===== src/rtl/pair_path_pkg.sv =====
package pair_path_pkg;

    localparam int PAIR_W = 2;

    typedef logic [PAIR_W-1:0] pair_t;

    // Gray-adjacent codes: every legal move flips a single bit
    typedef enum logic [1:0] {
        ST_IDLE   = 2'b00,
        ST_SAW01  = 2'b01,
        ST_DETECT = 2'b11,
        ST_WAIT   = 2'b10
    } path_state_t;

    localparam pair_t PAIR_ZERO = 2'b00;
    localparam pair_t PAIR_LOW  = 2'b01;
    localparam pair_t PAIR_BOTH = 2'b11;

endpackage


===== src/rtl/pair_sync.sv =====
module pair_sync #(
    parameter int WIDTH  = 2,
    parameter int STAGES = 2
) (
    input  logic             clk,
    input  logic             rst,
    input  logic [WIDTH-1:0] async_in,
    output logic [WIDTH-1:0] sync_out
);
    localparam int LAST = STAGES - 1;

    genvar b;
    generate
        for (b = 0; b < WIDTH; b++) begin : g_bit
            logic [STAGES-1:0] chain_q;
            always_ff @(posedge clk) begin
                if (rst) begin
                    chain_q <= '0;
                end else begin
                    chain_q <= {chain_q[STAGES-2:0], async_in[b]};
                end
            end
            assign sync_out[b] = chain_q[LAST];
        end
    endgenerate
endmodule


===== src/rtl/pair_change.sv =====
module pair_change #(
    parameter int WIDTH = 2
) (
    input  logic             clk,
    input  logic             rst,
    input  logic [WIDTH-1:0] cur,
    output logic             changed,
    output logic             multi
);
    logic [WIDTH-1:0] prev_q;
    logic [WIDTH-1:0] diff;

    always_ff @(posedge clk) begin
        if (rst) begin
            prev_q <= '0;
        end else begin
            prev_q <= cur;
        end
    end

    assign diff    = cur ^ prev_q;
    assign changed = |diff;
    assign multi   = ($countones(diff) > 1);
endmodule


===== src/rtl/path_fsm.sv =====
module path_fsm
    import pair_path_pkg::*;
(
    input  logic        clk,
    input  logic        rst,
    input  pair_t       pair,
    input  logic        changed,
    input  logic        multi,
    output path_state_t state,
    output logic        detect
);
    path_state_t state_q;
    path_state_t state_d;
    logic        det_q;

    // next-state table
    always_comb begin
        state_d = state_q;
        unique case (state_q)
            ST_IDLE: begin
                if (multi)                  state_d = ST_WAIT;
                else if (pair == PAIR_ZERO) state_d = ST_IDLE;
                else if (pair == PAIR_LOW)  state_d = ST_SAW01;
                else                        state_d = ST_WAIT;
            end
            ST_SAW01: begin
                // double change: transit via IDLE (01->00->10)
                if (multi)                  state_d = ST_IDLE;
                else if (pair == PAIR_ZERO) state_d = ST_IDLE;
                else if (pair == PAIR_BOTH) state_d = ST_DETECT;
                else                        state_d = ST_SAW01;
            end
            ST_DETECT: begin
                if (changed || pair != PAIR_BOTH) state_d = ST_WAIT;
                else                              state_d = ST_DETECT;
            end
            ST_WAIT: begin
                if (pair == PAIR_ZERO) state_d = ST_IDLE;
                else                   state_d = ST_WAIT;
            end
            default: state_d = ST_IDLE;
        endcase
    end

    // state register
    always_ff @(posedge clk) begin
        if (rst) state_q <= ST_IDLE;
        else     state_q <= state_d;
    end

    // output register, loaded from the next state
    always_ff @(posedge clk) begin
        if (rst) det_q <= 1'b0;
        else     det_q <= (state_d == ST_DETECT);
    end

    assign state  = state_q;
    assign detect = det_q;
endmodule


===== src/rtl/pair_path_detector.sv =====
module pair_path_detector
    import pair_path_pkg::*;
#(
    parameter int SYNC_STAGES = 2
) (
    input  logic clk,
    input  logic rst,
    input  logic x1_in,
    input  logic x2_in,
    output logic z_out
);
    pair_t       raw_pair;
    pair_t       sync_pair;
    logic        pair_changed;
    logic        pair_multi;
    path_state_t cur_state;

    assign raw_pair = {x1_in, x2_in};

    pair_sync #(.WIDTH(PAIR_W), .STAGES(SYNC_STAGES)) u_sync (
        .clk      (clk),
        .rst      (rst),
        .async_in (raw_pair),
        .sync_out (sync_pair)
    );

    pair_change #(.WIDTH(PAIR_W)) u_change (
        .clk     (clk),
        .rst     (rst),
        .cur     (sync_pair),
        .changed (pair_changed),
        .multi   (pair_multi)
    );

    path_fsm u_fsm (
        .clk     (clk),
        .rst     (rst),
        .pair    (sync_pair),
        .changed (pair_changed),
        .multi   (pair_multi),
        .state   (cur_state),
        .detect  (z_out)
    );
endmodule


===== config.mk =====
export PLATFORM = sky130hd
export DESIGN_NAME = pair_path_detector
export DESIGN_NICKNAME = d
export VERILOG_FILES = /design/src/rtl/pair_path_pkg.sv /design/src/rtl/pair_sync.sv /design/src/rtl/pair_change.sv /design/src/rtl/path_fsm.sv /design/src/rtl/pair_path_detector.sv
export SDC_FILE = /design/constraint.sdc
export NUM_CORES = 1
export LEC_CHECK = 0
export CAP_MARGIN = 0
export CORE_AREA = 8 8 45 47
export CTS_BUF_LIST = sky130_fd_sc_hd__clkbuf_4
export CTS_CLUSTER_DIAMETER = 60
export DETAILED_ROUTE_END_ITERATION = 10
export DIE_AREA = 0 0 53 55
export PLACE_DENSITY = 0.54
export SLEW_MARGIN = 20
export SYNTH_ARGS = -nofsm -noshare
export SYNTH_HDL_FRONTEND = slang
export SYNTH_SLANG_ARGS = --single-unit

===== constraint.sdc =====
create_clock -name clk -period 2.1 [get_ports clk]
set_input_delay 0.42 -clock clk [delete_from_list [all_inputs] [get_ports clk]]
set_output_delay 0.42 -clock clk [all_outputs]
set_load 0.1 [all_outputs]

==> summary.txt, run 1 <==
Floorplanning
  – Io pins: 5
  – Core area: 1380 µm²
  – Die width: 53 µm
  – Die footprint: 2920 µm²
  – Core Rows: 14
  – Initial core utilization: 25.0%
  – Die Height: 55 µm

Clock network
  – Clock Sinks: 9
  – Skew-Pair Late Insertion Delay: 0.25 ns
  – CTS Hold Bufs: 0
  – CTS HTree Levels: 1
  – CTS tree: done
  – Cts repair resizes: 0
  – Clk buf depth: 2
  – Clock-pin slew on the worst setup and hold paths: 0.06 ns
  – CTS Root Cell: clkbuf_4
  – Cts bufs inserted: 3
  – Post-CTS Setup Inserts: 0

Synth
  – Main synth FF type: dfxtp_1
  – Synth Register Bits: 9
  – Synthesized cell area: 347 µm²
  – Area share of the largest cell type after synthesis: 52.0%
  – Synthesized Nets: 39
  – Seq/Total Area, Yosys: 52.0%
  – Ys Warns: 0
  – Synth area leader: dfxtp_1
  – Asr flop ratio synth: 0%
  – Area contributors post-synth: dfxtp_1 52%, nor2b_1 11%, o21bai_1 4.3%
  – Most common cell in the netlist: dfxtp_1
  – Mapped Cells: 35
  – Avg Cell Area, Syn: 9.90 µm²
  – Distinct cells, synth: 20
  – EDFF count, synth: 0
  – Post-synth top cells: 9 x dfxtp_1, 6 x nor2b_1, 2 x inv_1, 2 x o21bai_1

Critical path
  – Endpoint type of the worst setup path: flop
  – CP startpoint kind: primary input
  – Critical Path RT: 2.30 ns
  – Worst Path Arrival: 1.54 ns
  – Crit-path max FO: 8
  – Worst Path Class, Setup: in2reg

Timing
  – Final setup fails: 0
  – Max-slew violation count: 0
  – Fin crit share: 63.9%
  – Worst slew pin tran: 0.340 ns
  – Fmax achieved: 0.746 GHz
  – Slew margin rel.: 77.3%
  – Post-Route Setup TNS: 0 ns
  – Final Critical Period: 1.34 ns
  – Setup Skew: 0.000296 ns
  – Hold Vio Cnt, Final: 0
  – RSZ-0062 raised after global routing: false

Cells and area
  – Area grow syn2layout: 25.3%
  – Layout cell share with drive strength beyond 1: 14.0%
  – Ant. Diodes: 0
  – Layout Utilization: 31.4%
  – Filler cells: 149
  – Fin nets: 48

Run status
  – Run status: complete, no violations

Global route
  – Global router's overall resource usage: 4.44%
  – Global-route wire length before repair: 924 µm
  – GRT overflow: 0
  – Initial antenna violation count: 0
  – Vias in the first global route: 256
  – Largest net degree at the start of global routing: 9

Run
  – # Max-Cap Violations: 0

Routing
  – Drc violations: 0
  – Routed WL per cell: 9.17 µm
  – Via/cell ratio: 4.58
  – Pre-Repair DR Iteration Count: 2
  – Detailed Route WL: 541 µm
  – DRT iter0 DRCs: 1
  – Antenna-violating nets left: 0
  – Vias post-DR: 270

Power
  – Worst VDD drop: 0.313 mV
  – P_leak: 0.154 nW
  – Power per cell area: 789 nW/µm²

Placed design
  – Gpl congestion: 0.737
  – PortBufs: 4
  – HPWL after detailed placement: 406 µm

Hold path
  – Hold Crit Class: reg2reg
==> report_power, final <==
part / leakage, nW / switching (mW) / internal [mW] / total (mW)
clock: 0.0184 / 0.0524 / 0.0856 / 0.138
sequential: 0.0737 / 0.00620 / 0.177 / 0.183
combinational: 0.0616 / 0.00826 / 0.0130 / 0.0213
total: 0.154 / 0.0669 / 0.276 / 0.342
==> sequential cells by signal, summed over array words and instances, names as in the netlist <==
signal and flops:
u_sync.g_bit.chain_q 4, u_change.prev_q 2, u_fsm.state 2, u_fsm.detect 1
==> final timing paths <==
| path | startpoint | slack (ns) | to | cells after the start |
|---|---|---|---|---|
| worst max register to register | u_sync.g_bit[1].chain_q[1]$_SDFF_PP0_ | 0.85 | u_fsm.detect$_SDFF_PP0_ | 4 |
| worst min-delay path | u_sync.g_bit[0].chain_q[0]$_SDFF_PP0_ | 0.45 | u_sync.g_bit[0].chain_q[1]$_SDFF_PP0_ | 1 |
| worst max-delay path | rst | 0.76 | u_fsm.detect$_SDFF_PP0_ | 4 |
| worst min register to register | u_sync.g_bit[0].chain_q[0]$_SDFF_PP0_ | 0.45 | u_sync.g_bit[0].chain_q[1]$_SDFF_PP0_ | 1 |
==> layer usage <==
layer	up-vias	track usage [%]	wire length (µm)	share of wire (%)
met1	124	4.61	271	50
met2	4	6.45	244	45
li1	140	-	-	-
met4	0	5.17	6	1.1
met5	-	0	0	0
met3	2	1.60	19	3.5
==> critical path: stages <==
cell,delay (ns)
clkdlybuf4s50_1,0.53
a211o_1,0.33
o21ai_2,0.13
and2b_1,0.12
==> cell usage in the layout (no fill, tap or decap), types with 2 or more instances in the layout <==
cell	netlist	routed
clkbuf_4	0	4
clkdlybuf4s50_1	0	3
dfxtp_1	9	9
inv_1	2	2
nor2b_1	6	6
o21bai_1	2	2
==> logic make-up (layout without fill, tap and decap cells) <==
| kind of cell | count (synthesis) | in the layout | share of synthesized area [%] |
|---|---|---|---|
| AO/OA/AOI/OAI | 9 | 9 | 19.9 |
| buffers and inverters | 2 | 10 | 2.17 |
| flip-flops | 9 | 9 | 52.0 |
| AND/OR/NAND/NOR | 15 | 15 | 26.0 |
==> layout make-up <==
class                      count  area (µm²)  share of cell area [%]
sequential                     9         180                    41.5
multi-input combinational     24         159                    36.6
timing repair buffer           4        37.5                    8.65
clock buffer                   4        30.0                    6.92
tap                           16        20.0                    4.61
inverter                       2        7.51                    1.73
==> through the flow <==
step           cells  hold slack, ns  instance area (µm²)  setup slack (ns)  total power [mW]
2_1_floorplan     35           0.414                  347             0.771             0.198
4_1_cts           59           0.447                  434             0.736             0.348
5_1_grt           59           0.463                  434             0.697             0.362
3_5_place_dp      55           0.431                  404             0.475             0.209
3_3_place_gp      55           0.435                  404             0.505             0.209
6_report          59           0.446                  434             0.759             0.342
Note: power is estimated with default switching activity, not from simulation.
==> run 2: changes to the inputs <==
==> constraint.sdc (replaced) <==
create_clock -name clk -period 1.3 [get_ports clk]
set_input_delay 0.26 -clock clk [delete_from_list [all_inputs] [get_ports clk]]
set_output_delay 0.26 -clock clk [all_outputs]
set_load 0.1 [all_outputs]
==> run 2 against run 1 <==
  * Clock power rose by 53%
  * Global-route usage is 0.71 points higher
  * Setup slack got worse by 0.64 ns
  * Sequential power grew 62%
  * Critical path type is now reg2reg
  * Critical path depth unchanged
  * Non-clock buffer count increased by 1
  * Sequential share of layout area down 2.4 points
  * Largest cell class unchanged
  * Clock-buffer cell count down 1
  * Core utilization increased by 2.4 points
==> summary.txt, run 2 (synthesis results as in run 1) <==
Run status
  – Run status: complete, no violations (unchanged)

Cells and area
  – Commonest non-fill, non-tap cells in the layout: 7 x dfxtp_1, 6 x nor2b_1, 3 x clkbuf_4, 3 x clkdlybuf4s50_1 (was 9 x dfxtp_1, 6 x nor2b_1, 4 x clkbuf_4)
  – Ant. Diodes: 0 (unchanged)
  – Layout cell share with drive strength beyond 1: 25.0% (was 14.0%)
  – Area grow syn2layout: 34.7% (was 25.3%)
  – Fin nets: 49 (was 48)
  – Non-filler cells, final: 60 (was 59)
  – Largest register by flop count: u_sync.g_bit.chain_q (unchanged)
  – Max reg flops: 4 (unchanged)
  – Commonest non-fill, non-tap cell in the layout: dfxtp_1 (unchanged)

Routing
  – Pre-Repair DR Iteration Count: 4 (was 2)
  – Routed WL per cell: 9.52 µm (was 9.17 µm)
  – Highest metal used: met4 (unchanged)
  – Drc violations: 0 (unchanged)
  – Met2 wire length: 257 µm (was 244 µm)
  – M1 WL: 290 µm (was 271 µm)
  – Vias post-DR: 265 (was 270)
  – Antenna-violating nets left: 0 (unchanged)
  – DRT iter0 DRCs: 1 (unchanged)
  – WL met3: 16 µm (was 19 µm)
  – Detailed Route WL: 571 µm (was 541 µm)
  – Via/cell ratio: 4.42 (was 4.58)

Timing
  – Worst setup margin: 0.115 ns (was 0.759 ns)
  – Final Critical Period: 1.19 ns
  – Max-slew violation count: 0 (unchanged)
  – Setup Skew: 0.00782 ns (was 0.000296 ns)
  – Worst slew pin tran: 0.250 ns (was 0.340 ns)
  – RSZ-0062 raised after global routing: false (unchanged)
  – Final setup fails: 0 (unchanged)
  – Hold Vio Cnt, Final: 0 (unchanged)
  – Fmax achieved: 0.844 GHz
  – Slew margin rel.: 83.3% (was 77.3%)
  – Fin crit share: 91.2%

Clock network
  – CTS HTree Levels: 1 (unchanged)
  – Cts bufs inserted: 3 (unchanged)
  – Clk buf depth: 2 (unchanged)
  – Skew-Pair Late Insertion Delay: 0.26 ns (was 0.25 ns)
  – CTS Root Cell: clkbuf_4 (unchanged)
  – CTS tree: done (unchanged)
  – Clock Sinks: 9 (unchanged)
  – Clock-pin slew on the worst setup and hold paths: 0.06 ns (about the same)

Placed design
  – Setup slack after placement: -0.0120 ns (was 0.475 ns)
  – HPWL after detailed placement: 435 µm (was 406 µm)
  – Inst Count DP: 56 (was 55)
  – PortBufs: 4 (unchanged)
  – Gpl congestion: 0.800 (was 0.737)

Critical path
  – Register-to-Register Path Depth: 4 (unchanged)
  – Critical path startpoint: u_change.prev_q[1]$_SDFF_PP0_ (was rst)
  – CP startpoint kind: flop (was primary input)
  – Setup slack on the worst flop-to-flop path: 0.11 ns (was 0.85 ns)
  – Endpoint type of the worst setup path: flop (unchanged)
  – R2r endpoint: u_fsm.detect$_SDFF_PP0_ (unchanged)
  – Crit-path max FO: 7 (was 8)
  – Critical R2R Launch: u_change.prev_q[1]$_SDFF_PP0_ (was u_sync.g_bit[1].chain_q[1]$_SDFF_PP0_)
  – Worst Path Class, Setup: reg2reg (was in2reg)
  – Critical Path RT: 1.50 ns (was 2.30 ns)
  – Worst Path Arrival: 1.39 ns (was 1.54 ns)

Global route
  – Global-route wire length before repair: 1.07 mm (was 924 µm)
  – GRT overflow: 0 (unchanged)
  – Largest net degree at the start of global routing: 9 (unchanged)
  – Global router's overall resource usage: 5.15% (was 4.44%)
  – Vias in the first global route: 259 (was 256)
  – Initial antenna violation count: 0 (unchanged)

Power
  – P_leak: 0.165 nW (was 0.154 nW)
  – Worst VDD drop: 0.453 mV (was 0.313 mV)
  – Power per cell area: 1170 nW/µm² (was 789 nW/µm²)

Hold path
  – Hold_sp: u_sync.g_bit[1].chain_q[0]$_SDFF_PP0_ (was u_sync.g_bit[0].chain_q[0]$_SDFF_PP0_)
  – Hold Crit Class: reg2reg (unchanged)
  – WHS Endpoint: u_sync.g_bit[1].chain_q[1]$_SDFF_PP0_ (was u_sync.g_bit[0].chain_q[1]$_SDFF_PP0_)
  – Hold Crit Depth: 1 (unchanged)

Floorplanning
  – Die Height: 55 µm (unchanged)
  – Initial core utilization: 25.0% (unchanged)
  – Core Rows: 14 (unchanged)
  – Die width: 53 µm (unchanged)
  – Die footprint: 2920 µm² (unchanged)
  – Io pins: 5 (unchanged)
  – Core area: 1380 µm² (unchanged)

Run
  – # Max-Cap Violations: 0 (unchanged)
[run 2: worst max-delay path, cell delays in order (launching register included)]
cell	delay [ns]
dfxtp_1	0.42
nand4_1	0.14
a211o_1	0.32
o21ai_2	0.13
and2b_1	0.12
[run 2: worst max-delay path by stage]
stage | endpoint | slack, ns
finish | u_fsm.detect$_SDFF_PP0_ | 0.11
global route | u_fsm.detect$_SDFF_PP0_ | 0.03
CTS | u_fsm.detect$_SDFF_PP0_ | 0.001
detailed placement | u_fsm.detect$_SDFF_PP0_ | -0.01
global placement | u_fsm.detect$_SDFF_PP0_ | -0.02
floorplan | z_out | 0.13
[run 2: metal layers]
metal,vias to the layer above,global-route usage [%]
li1,141,-
met1,118,6.13
met2,4,6.45
met3,2,1.60
met4,0,6.47
met5,-,0
[run 2: repair_timing]
item	CTS	global route
gates resized for setup	0	4
buffers inserted	0	0
endpoints found under the setup margin	0	1
hold buffers	0	0
[run 2: final cells by class]
class | count | area, µm²
Fill cell | 137 | 917
Timing Repair Buffer | 5 | 57.6
Inverter | 2 | 7.51
Multi-Input combinational cell | 24 | 171
Tap cell | 16 | 20.0
Clock buffer | 3 | 22.5
Sequential cell | 9 | 183
Clock inverter | 1 | 5.00
[run 2: metrics by stage]
| step | util [%] | instance area [µm²] | hold WS [ns] | setup TNS (ns) | power, mW |
|---|---|---|---|---|---|
| final | 33.7 | 467 | 0.436 | 0 | 0.548 |
| after global routing | 33.7 | 467 | 0.455 | 0 | 0.584 |
| after CTS | 32.6 | 452 | 0.440 | 0 | 0.559 |
| after detailed placement | 30.7 | 424 | 0.424 | -0.0120 | 0.340 |
| after global placement | 30.7 | 424 | 0.419 | -0.0150 | 0.340 |
| after floorplan | - | 347 | 0.332 | 0 | 0.320 |
[run 2: report_power, final]
group	switching, mW	internal (mW)	leakage [nW]	total, mW
Clock	0.0976	0.113	0.0177	0.211
Combinational	0.0149	0.0250	0.0728	0.0399
Sequential	0.0110	0.286	0.0745	0.297
==> run 3: changes to the inputs <==
--- a/config.mk
+++ b/config.mk
@@ -8,7 +8,7 @@
 export CAP_MARGIN = 0
 export CORE_AREA = 8 8 45 47
 export CTS_BUF_LIST = sky130_fd_sc_hd__clkbuf_4
-export CTS_CLUSTER_DIAMETER = 60
+export CTS_CLUSTER_DIAMETER = 80
 export DETAILED_ROUTE_END_ITERATION = 10
 export DIE_AREA = 0 0 53 55
 export PLACE_DENSITY = 0.54
==> results of run 3 <==
No change in the layout: final DEF, timing and power equal those of run 2.
